`src/rtl/prio_irq_pkg.sv`:
```
package prio_irq_pkg;

    // Geometry of the controller
    localparam int PIC_IRQS   = 32;
    localparam int PIC_PRIO_W = 2;
    localparam int PIC_ID_W   = $clog2(PIC_IRQS);
    localparam int PIC_LEVELS = 1 << PIC_PRIO_W;
    localparam int PIC_DW     = 32;
    localparam int PIC_PER_WD = PIC_DW / 8;
    localparam int PIC_PRIO_WORDS = PIC_IRQS / PIC_PER_WD;

    // Word addresses of the register port
    localparam int ADR_EN_SET   = 0;
    localparam int ADR_EN_CLR   = 1;
    localparam int ADR_PEND_SET = 2;
    localparam int ADR_PEND_CLR = 3;
    localparam int ADR_ACTIVE   = 4;
    localparam int ADR_PRIO     = 8;

    typedef enum logic [2:0] {
        OP_NONE,
        OP_EN_SET,
        OP_EN_CLR,
        OP_PEND_SET,
        OP_PEND_CLR,
        OP_PRIO
    } bus_op_e;

    // A line and its priority, used for the pick result and stack entries
    typedef struct packed {
        logic                  valid;
        logic [PIC_ID_W-1:0]   id;
        logic [PIC_PRIO_W-1:0] prio;
    } irq_ref_t;

    function automatic logic [PIC_IRQS-1:0] line_mask(input logic [PIC_ID_W-1:0] id);
        logic [PIC_IRQS-1:0] m;
        m = '0;
        m[id] = 1'b1;
        return m;
    endfunction

    function automatic logic [7:0] prio_byte(input logic [PIC_PRIO_W-1:0] p);
        return {p, {(8 - PIC_PRIO_W){1'b0}}};
    endfunction

endpackage

```
`src/rtl/pic_pick.sv`:
```
module pic_pick
    import prio_irq_pkg::*;
(
    input  logic [PIC_IRQS-1:0]                 cand,
    input  logic [PIC_IRQS-1:0][PIC_PRIO_W-1:0] prio,
    output irq_ref_t                            best
);
    // Linear scan: strict compare keeps the lowest index on equal priority
    always_comb begin
        best = '0;
        for (int i = 0; i < PIC_IRQS; i++) begin
            if (cand[i] && (!best.valid || prio[i] < best.prio)) begin
                best.valid = 1'b1;
                best.id    = PIC_ID_W'(i);
                best.prio  = prio[i];
            end
        end
    end
endmodule

```
`src/rtl/pic_act_stack.sv`:
```
module pic_act_stack
    import prio_irq_pkg::*;
(
    input  logic     clk,
    input  logic     rst,
    input  logic     push,
    input  irq_ref_t push_ref,
    input  logic     pop,
    output irq_ref_t top
);
    localparam int DEPTH = PIC_LEVELS;
    localparam int CNT_W = $clog2(DEPTH + 1);

    irq_ref_t           ent_q [DEPTH];
    logic [CNT_W-1:0]   cnt_q;

    always_ff @(posedge clk) begin
        if (rst) begin
            cnt_q <= '0;
            for (int i = 0; i < DEPTH; i++) ent_q[i] <= '0;
        end else if (pop && cnt_q != '0) begin
            cnt_q <= cnt_q - 1'b1;
            ent_q[cnt_q - 1'b1] <= '0;
        end else if (push && cnt_q != CNT_W'(DEPTH)) begin
            ent_q[cnt_q[CNT_W-1:0]] <= push_ref;
            cnt_q <= cnt_q + 1'b1;
        end
    end

    always_comb begin
        top = '0;
        for (int i = 0; i < DEPTH; i++) begin
            if (cnt_q == CNT_W'(i + 1)) top = ent_q[i];
        end
    end
endmodule

```
`src/rtl/prio_irq_ctrl.sv`:
```
module prio_irq_ctrl
    import prio_irq_pkg::*;
#(
    parameter int ADDR_W   = 4,
    parameter int VEC_W    = 8,
    parameter int VEC_BASE = 16
) (
    input  logic                 clk,
    input  logic                 rst,
    input  logic [ADDR_W-1:0]    bus_addr,
    input  logic [PIC_DW-1:0]    bus_wdata,
    input  logic                 bus_we,
    output logic [PIC_DW-1:0]    bus_rdata,
    input  logic [PIC_IRQS-1:0]  irq_in,
    output logic                 irq_req,
    output logic [PIC_ID_W-1:0]  irq_id,
    output logic [VEC_W-1:0]     irq_vec,
    input  logic                 irq_ack,
    input  logic                 exc_ret
);
    localparam logic [ADDR_W-1:0] A_EN_SET   = ADDR_W'(ADR_EN_SET);
    localparam logic [ADDR_W-1:0] A_EN_CLR   = ADDR_W'(ADR_EN_CLR);
    localparam logic [ADDR_W-1:0] A_PEND_SET = ADDR_W'(ADR_PEND_SET);
    localparam logic [ADDR_W-1:0] A_PEND_CLR = ADDR_W'(ADR_PEND_CLR);
    localparam logic [ADDR_W-1:0] A_ACTIVE   = ADDR_W'(ADR_ACTIVE);

    logic [PIC_IRQS-1:0]                 en_q, pend_q, act_q, lvl_q;
    logic [PIC_IRQS-1:0][PIC_PRIO_W-1:0] prio_q;
    logic [PIC_PRIO_WORDS-1:0][PIC_DW-1:0] prio_words;

    bus_op_e  op;
    irq_ref_t sel, stk_top;
    logic     do_ack, do_ret;
    logic [PIC_IRQS-1:0] ack_vec, ret_vec, wmask, hw_set;

    // ---------------- write decode ----------------
    always_comb begin
        op = OP_NONE;
        if (bus_we) begin
            unique case (bus_addr)
                A_EN_SET:   op = OP_EN_SET;
                A_EN_CLR:   op = OP_EN_CLR;
                A_PEND_SET: op = OP_PEND_SET;
                A_PEND_CLR: op = OP_PEND_CLR;
                default:    op = OP_PRIO;
            endcase
        end
    end
    assign wmask = bus_wdata[PIC_IRQS-1:0];

    // ---------------- selection ----------------
    pic_pick pick_i (
        .cand (pend_q & en_q & ~act_q),
        .prio (prio_q),
        .best (sel)
    );

    pic_act_stack stack_i (
        .clk      (clk),
        .rst      (rst),
        .push     (do_ack),
        .push_ref (sel),
        .pop      (do_ret),
        .top      (stk_top)
    );

    assign irq_req = sel.valid && (!stk_top.valid || sel.prio < stk_top.prio);
    assign irq_id  = irq_req ? sel.id : '0;
    assign irq_vec = irq_req ? (VEC_W'(VEC_BASE) + VEC_W'(sel.id)) : '0;

    assign do_ret  = exc_ret && stk_top.valid;
    assign do_ack  = irq_ack && irq_req && !exc_ret;
    assign ack_vec = do_ack ? line_mask(sel.id) : '0;
    assign ret_vec = do_ret ? line_mask(stk_top.id) : '0;

    // Held level re-pends while not active; a fresh rise always pends
    assign hw_set = (irq_in & ~act_q & ~ack_vec) | (irq_in & ~lvl_q);

    // ---------------- state ----------------
    always_ff @(posedge clk) begin
        if (rst) begin
            en_q   <= '0;
            pend_q <= '0;
            act_q  <= '0;
            lvl_q  <= '0;
        end else begin
            lvl_q <= irq_in;
            unique case (op)
                OP_EN_SET: en_q <= en_q | wmask;
                OP_EN_CLR: en_q <= en_q & ~wmask;
                default:   en_q <= en_q;
            endcase
            unique case (op)
                OP_PEND_SET: pend_q <= ((pend_q | wmask) & ~ack_vec) | hw_set;
                OP_PEND_CLR: pend_q <= (pend_q & ~wmask & ~ack_vec) | hw_set;
                default:     pend_q <= (pend_q & ~ack_vec) | hw_set;
            endcase
            act_q <= (act_q | ack_vec) & ~ret_vec;
        end
    end

    // Priority fields: one writer per line, placed by its word and byte
    for (genvar g = 0; g < PIC_IRQS; g++) begin : g_prio
        localparam int WORD = g / PIC_PER_WD;
        localparam int BYTE = g % PIC_PER_WD;
        localparam logic [ADDR_W-1:0] A_WORD = ADDR_W'(ADR_PRIO + WORD);
        always_ff @(posedge clk) begin
            if (rst)
                prio_q[g] <= '0;
            else if (op == OP_PRIO && bus_addr == A_WORD)
                prio_q[g] <= bus_wdata[8*BYTE+7 -: PIC_PRIO_W];
        end
        assign prio_words[WORD][8*BYTE +: 8] = prio_byte(prio_q[g]);
    end

    // ---------------- read mux ----------------
    always_comb begin
        bus_rdata = '0;
        case (bus_addr)
            A_EN_SET, A_EN_CLR:     bus_rdata = PIC_DW'(en_q);
            A_PEND_SET, A_PEND_CLR: bus_rdata = PIC_DW'(pend_q);
            A_ACTIVE:               bus_rdata = PIC_DW'(act_q);
            default: begin
                for (int r = 0; r < PIC_PRIO_WORDS; r++) begin
                    if (bus_addr == ADDR_W'(ADR_PRIO + r)) bus_rdata = prio_words[r];
                end
            end
        endcase
    end
endmodule

```
`config.mk`:
```
export PLATFORM = sky130hd
export DESIGN_NAME = prio_irq_ctrl
export DESIGN_NICKNAME = d
export VERILOG_FILES = /design/src/rtl/prio_irq_pkg.sv /design/src/rtl/pic_pick.sv /design/src/rtl/pic_act_stack.sv /design/src/rtl/prio_irq_ctrl.sv
export SDC_FILE = /design/constraint.sdc
export NUM_CORES = 1
export LEC_CHECK = 0
export ABC_AREA = 0
export ABC_CLOCK_PERIOD_IN_PS = 13630
export BUFFER_PORTS_ARGS = -buffer_cell sky130_fd_sc_hd__buf_4
export CORE_MARGIN = 5
export CORE_UTILIZATION = 55
export DETAILED_ROUTE_END_ITERATION = 16
export GPL_ROUTABILITY_DRIVEN = 0
export GPL_TIMING_DRIVEN = 0
export PLACE_DENSITY = 0.74
export SYNTH_ARGS = -nofsm -noshare
export SYNTH_HDL_FRONTEND = slang
export SYNTH_SLANG_ARGS = --single-unit
export TNS_END_PERCENT = 1
```
`constraint.sdc`:
```
create_clock -name clk -period 13.63 [get_ports clk]
set_input_delay 1.363 -clock clk [delete_from_list [all_inputs] [get_ports clk]]
set_output_delay 1.363 -clock clk [all_outputs]
set_load 0.05 [all_outputs]
```
==> metrics <==
top post-synthesis cells by count=nor2_1, dfxtp_1, nand2_1, a21oi_1, mux2i_1; worst min path class=reg2reg; Final Skew=between 0.01 and 0.015 ns; area growth from synthesis to layout=14.2%; Final setup viols=0; Die Height=around 170 microns; post-synthesis register bit count=about 230; min Tclk post-route=about 13 ns; CTS tree=yes; final non-filler cell total=between 2,000 and 2,500; Slew HR=between 10% and 20%; ratio of cells with drive above 1 in the final layout=between 10 and 15%; # IOs=approximately 120; Tcrit/Tclk final=94.7%; Worst path max stage delay=roughly 0.56 ns; via count=around 17,000; post-CTS setup buffers=0; area of the multi-input gates=just over 9000 sq um; Mapped Cells=~1,900; max frequency=about 78 MHz; Core ar.=26,800 sq um; unrepaired setup endpoints after global routing=no; Yosys cell types=approximately 110; Yosys Warn Count=0; H-Tree Depth=1; initial antenna violation count=0; cell taking the most area after synthesis=dfxtp_1; fin util=roughly 64%; largest net degree at the start of global routing=14; asr flop ratio synth=0%; die area=approximately 31,000 sq um; Starting DRT DRC Count=around 2,100; WS Path Type=reg2out; Reg area=a little under 5000 sq um; Startpoint Class=register; Antenna Nets Post-Route=0; worst vdd rail ir drop=~0.12 mV; Inserted Diodes=0; Critical Path Sink Type=output pin; Net count, final=about 2,100; number of buffers created by CTS=25; TNS Setup=0 ns; status=finished clean; Slew @ Worst Pin=between 1 and 1.5 ns; CTS root buffer=clkbuf_16; vias in the first global route=15,400; M1 WL=22.4 mm; grt ovf=0; Clock Tree Buf Depth=3; Initial Util=approximately 56%; clock-pin slew on the worst setup and hold paths=~0.06 ns; first-pass GRT wire length=slightly below 90 mm; drt first pass iters=8; top sig layer=met4; count leader, synth=nor2_1; wirelength, routed=between 50 and 60 mm; Post-synth EDFFs=32; FP Rows=60; top cells by area, synth=dfxtp_1, edfxtp_1, nor2_1; clk_lat worst skew=roughly 0.56 ns; routed length per instance=around 24 microns; Lkg Pwr=approximately 6.6 nW; register area share after synthesis=between 30% and 40%; Syn Area/Cell=7.85 sq um; DP HPWL=43.7 mm; top_reg_cell synth=dfxtp_1; synthesized area=14,900 sq um; P per Cell Area=around 100 nW/um^2; # DRC=0; clock sinks=227; WL met2=25.1 mm; Max Cap Viol=0; CP required=around 12 ns; Yosys top cell area share=between 20% and 30%; total track usage=36.1%; placed insts=2,358; Vias/cell=6.87; Fill cells=2,406; die width=175 microns; port bufs=roughly 110; Hold Vio Cnt, Final=0; worst-path fanout max=9; Pins Over Slew Limit=0; slowest CP cell=a311oi_4; met3 WL post-DR=roughly 7.5 mm; CP arrival=around 12 ns
## metrics by stage
step | setup slack, ns | total power [mW] | hold slack [ns] | instance area, sq um
after floorplan | 2.69 | 0.958 | 0.382 | 14900
after global placement | 1.73 | 1.07 | 0.387 | 16200
after detailed placement | 1.49 | 1.08 | 0.394 | 16200
after CTS | 0.848 | 1.75 | 0.401 | 17000
after global routing | 0.0281 | 1.81 | 0.416 | 17000
final | 0.728 | 1.77 | 0.401 | 17000
## power breakdown
group          internal, mW  switching (mW)
sequential            0.704          0.0230
combinational         0.114           0.238
clock                 0.396           0.295
## cell families after synthesis
group           after synthesis  synth area share, %
other cells                   1               0.0251
simple gates                754                 24.9
xor+xnor                      1               0.0587
flops                       227                 32.6
mux                          89                 6.07
buf+inv                     181                 4.79
fa+ha+maj                    12                 1.01
compound gates              637                 30.6
## area by class of cell
cell class / instances / area share (%)
timing repair buffer: 114 / 5.02
inverter: 82 / 1.81
clock inverter: 9 / 0.698
sequential: 227 / 28.6
clock buffer: 35 / 4.08
multi-input combinational: 1495 / 54.9
tap: 341 / 2.50
buffer: 99 / 2.39
## cell usage in the layout, fill, tap and decap left out, types with 11 or more instances in the layout
master,instances
a21oi_1,164
clkbuf_1,81
nor3_1,30
o21a_1,34
or2_2,15
mux2i_1,86
nand2b_1,45
a21o_1,11
nor2b_1,21
edfxtp_1,32
a211oi_1,29
o211ai_1,28
a221oi_1,28
inv_1,79
o21ai_1,16
nand3b_1,26
o22a_1,11
o21ai_0,85
o22ai_1,21
a22oi_1,15
ha_1,12
clkbuf_16,25
a31oi_1,14
or3_1,11
o221ai_1,12
o32ai_1,17
buf_1,11
nand3_1,66
and2_1,11
a311oi_1,27
nand2_1,190
dfxtp_1,195
buf_4,122
and3_1,16
nor2_1,246
## critical path, delay by kind of cell, from the launching register on
family | cells | cell delay [ns]
AOI/OAI and AO/OA | 20 | 5.00
DFF | 1 | 0.43
and+or+nand+nor | 14 | 3.30
adders and majority gates | 6 | 1.63
buffers and inverters | 3 | 0.44
muxes | 1 | 0.19
## per-layer routing
metal	global-route usage (%)	up-vias
met5	0	-
li1	-	7374
met2	55.9	1143
met3	9.24	249
met4	16.9	0
met1	47.3	7746
## what timing repair did
action | 4_1_cts | 5_1_grt
hold buffers | 0 | 0
resized for setup | 0 | 2
endpoints found under the setup margin | 0 | 8
## worst paths after layout
path	from	to	slack, ns	cells after the start
setup / recovery	pend_q[0]$_SDFF_PP0_	irq_vec[3]	0.73	44
hold / removal	lvl_q[3]$_SDFF_PP0_	pend_q[3]$_SDFF_PP0_	0.40	1
setup reg to reg	pend_q[0]$_SDFF_PP0_	stack_i.ent_q[1][4]$_SDFFCE_PN0P_	1.40	46
hold reg to reg	lvl_q[3]$_SDFF_PP0_	pend_q[3]$_SDFF_PP0_	0.40	1
(Power assumes the default switching activity.)
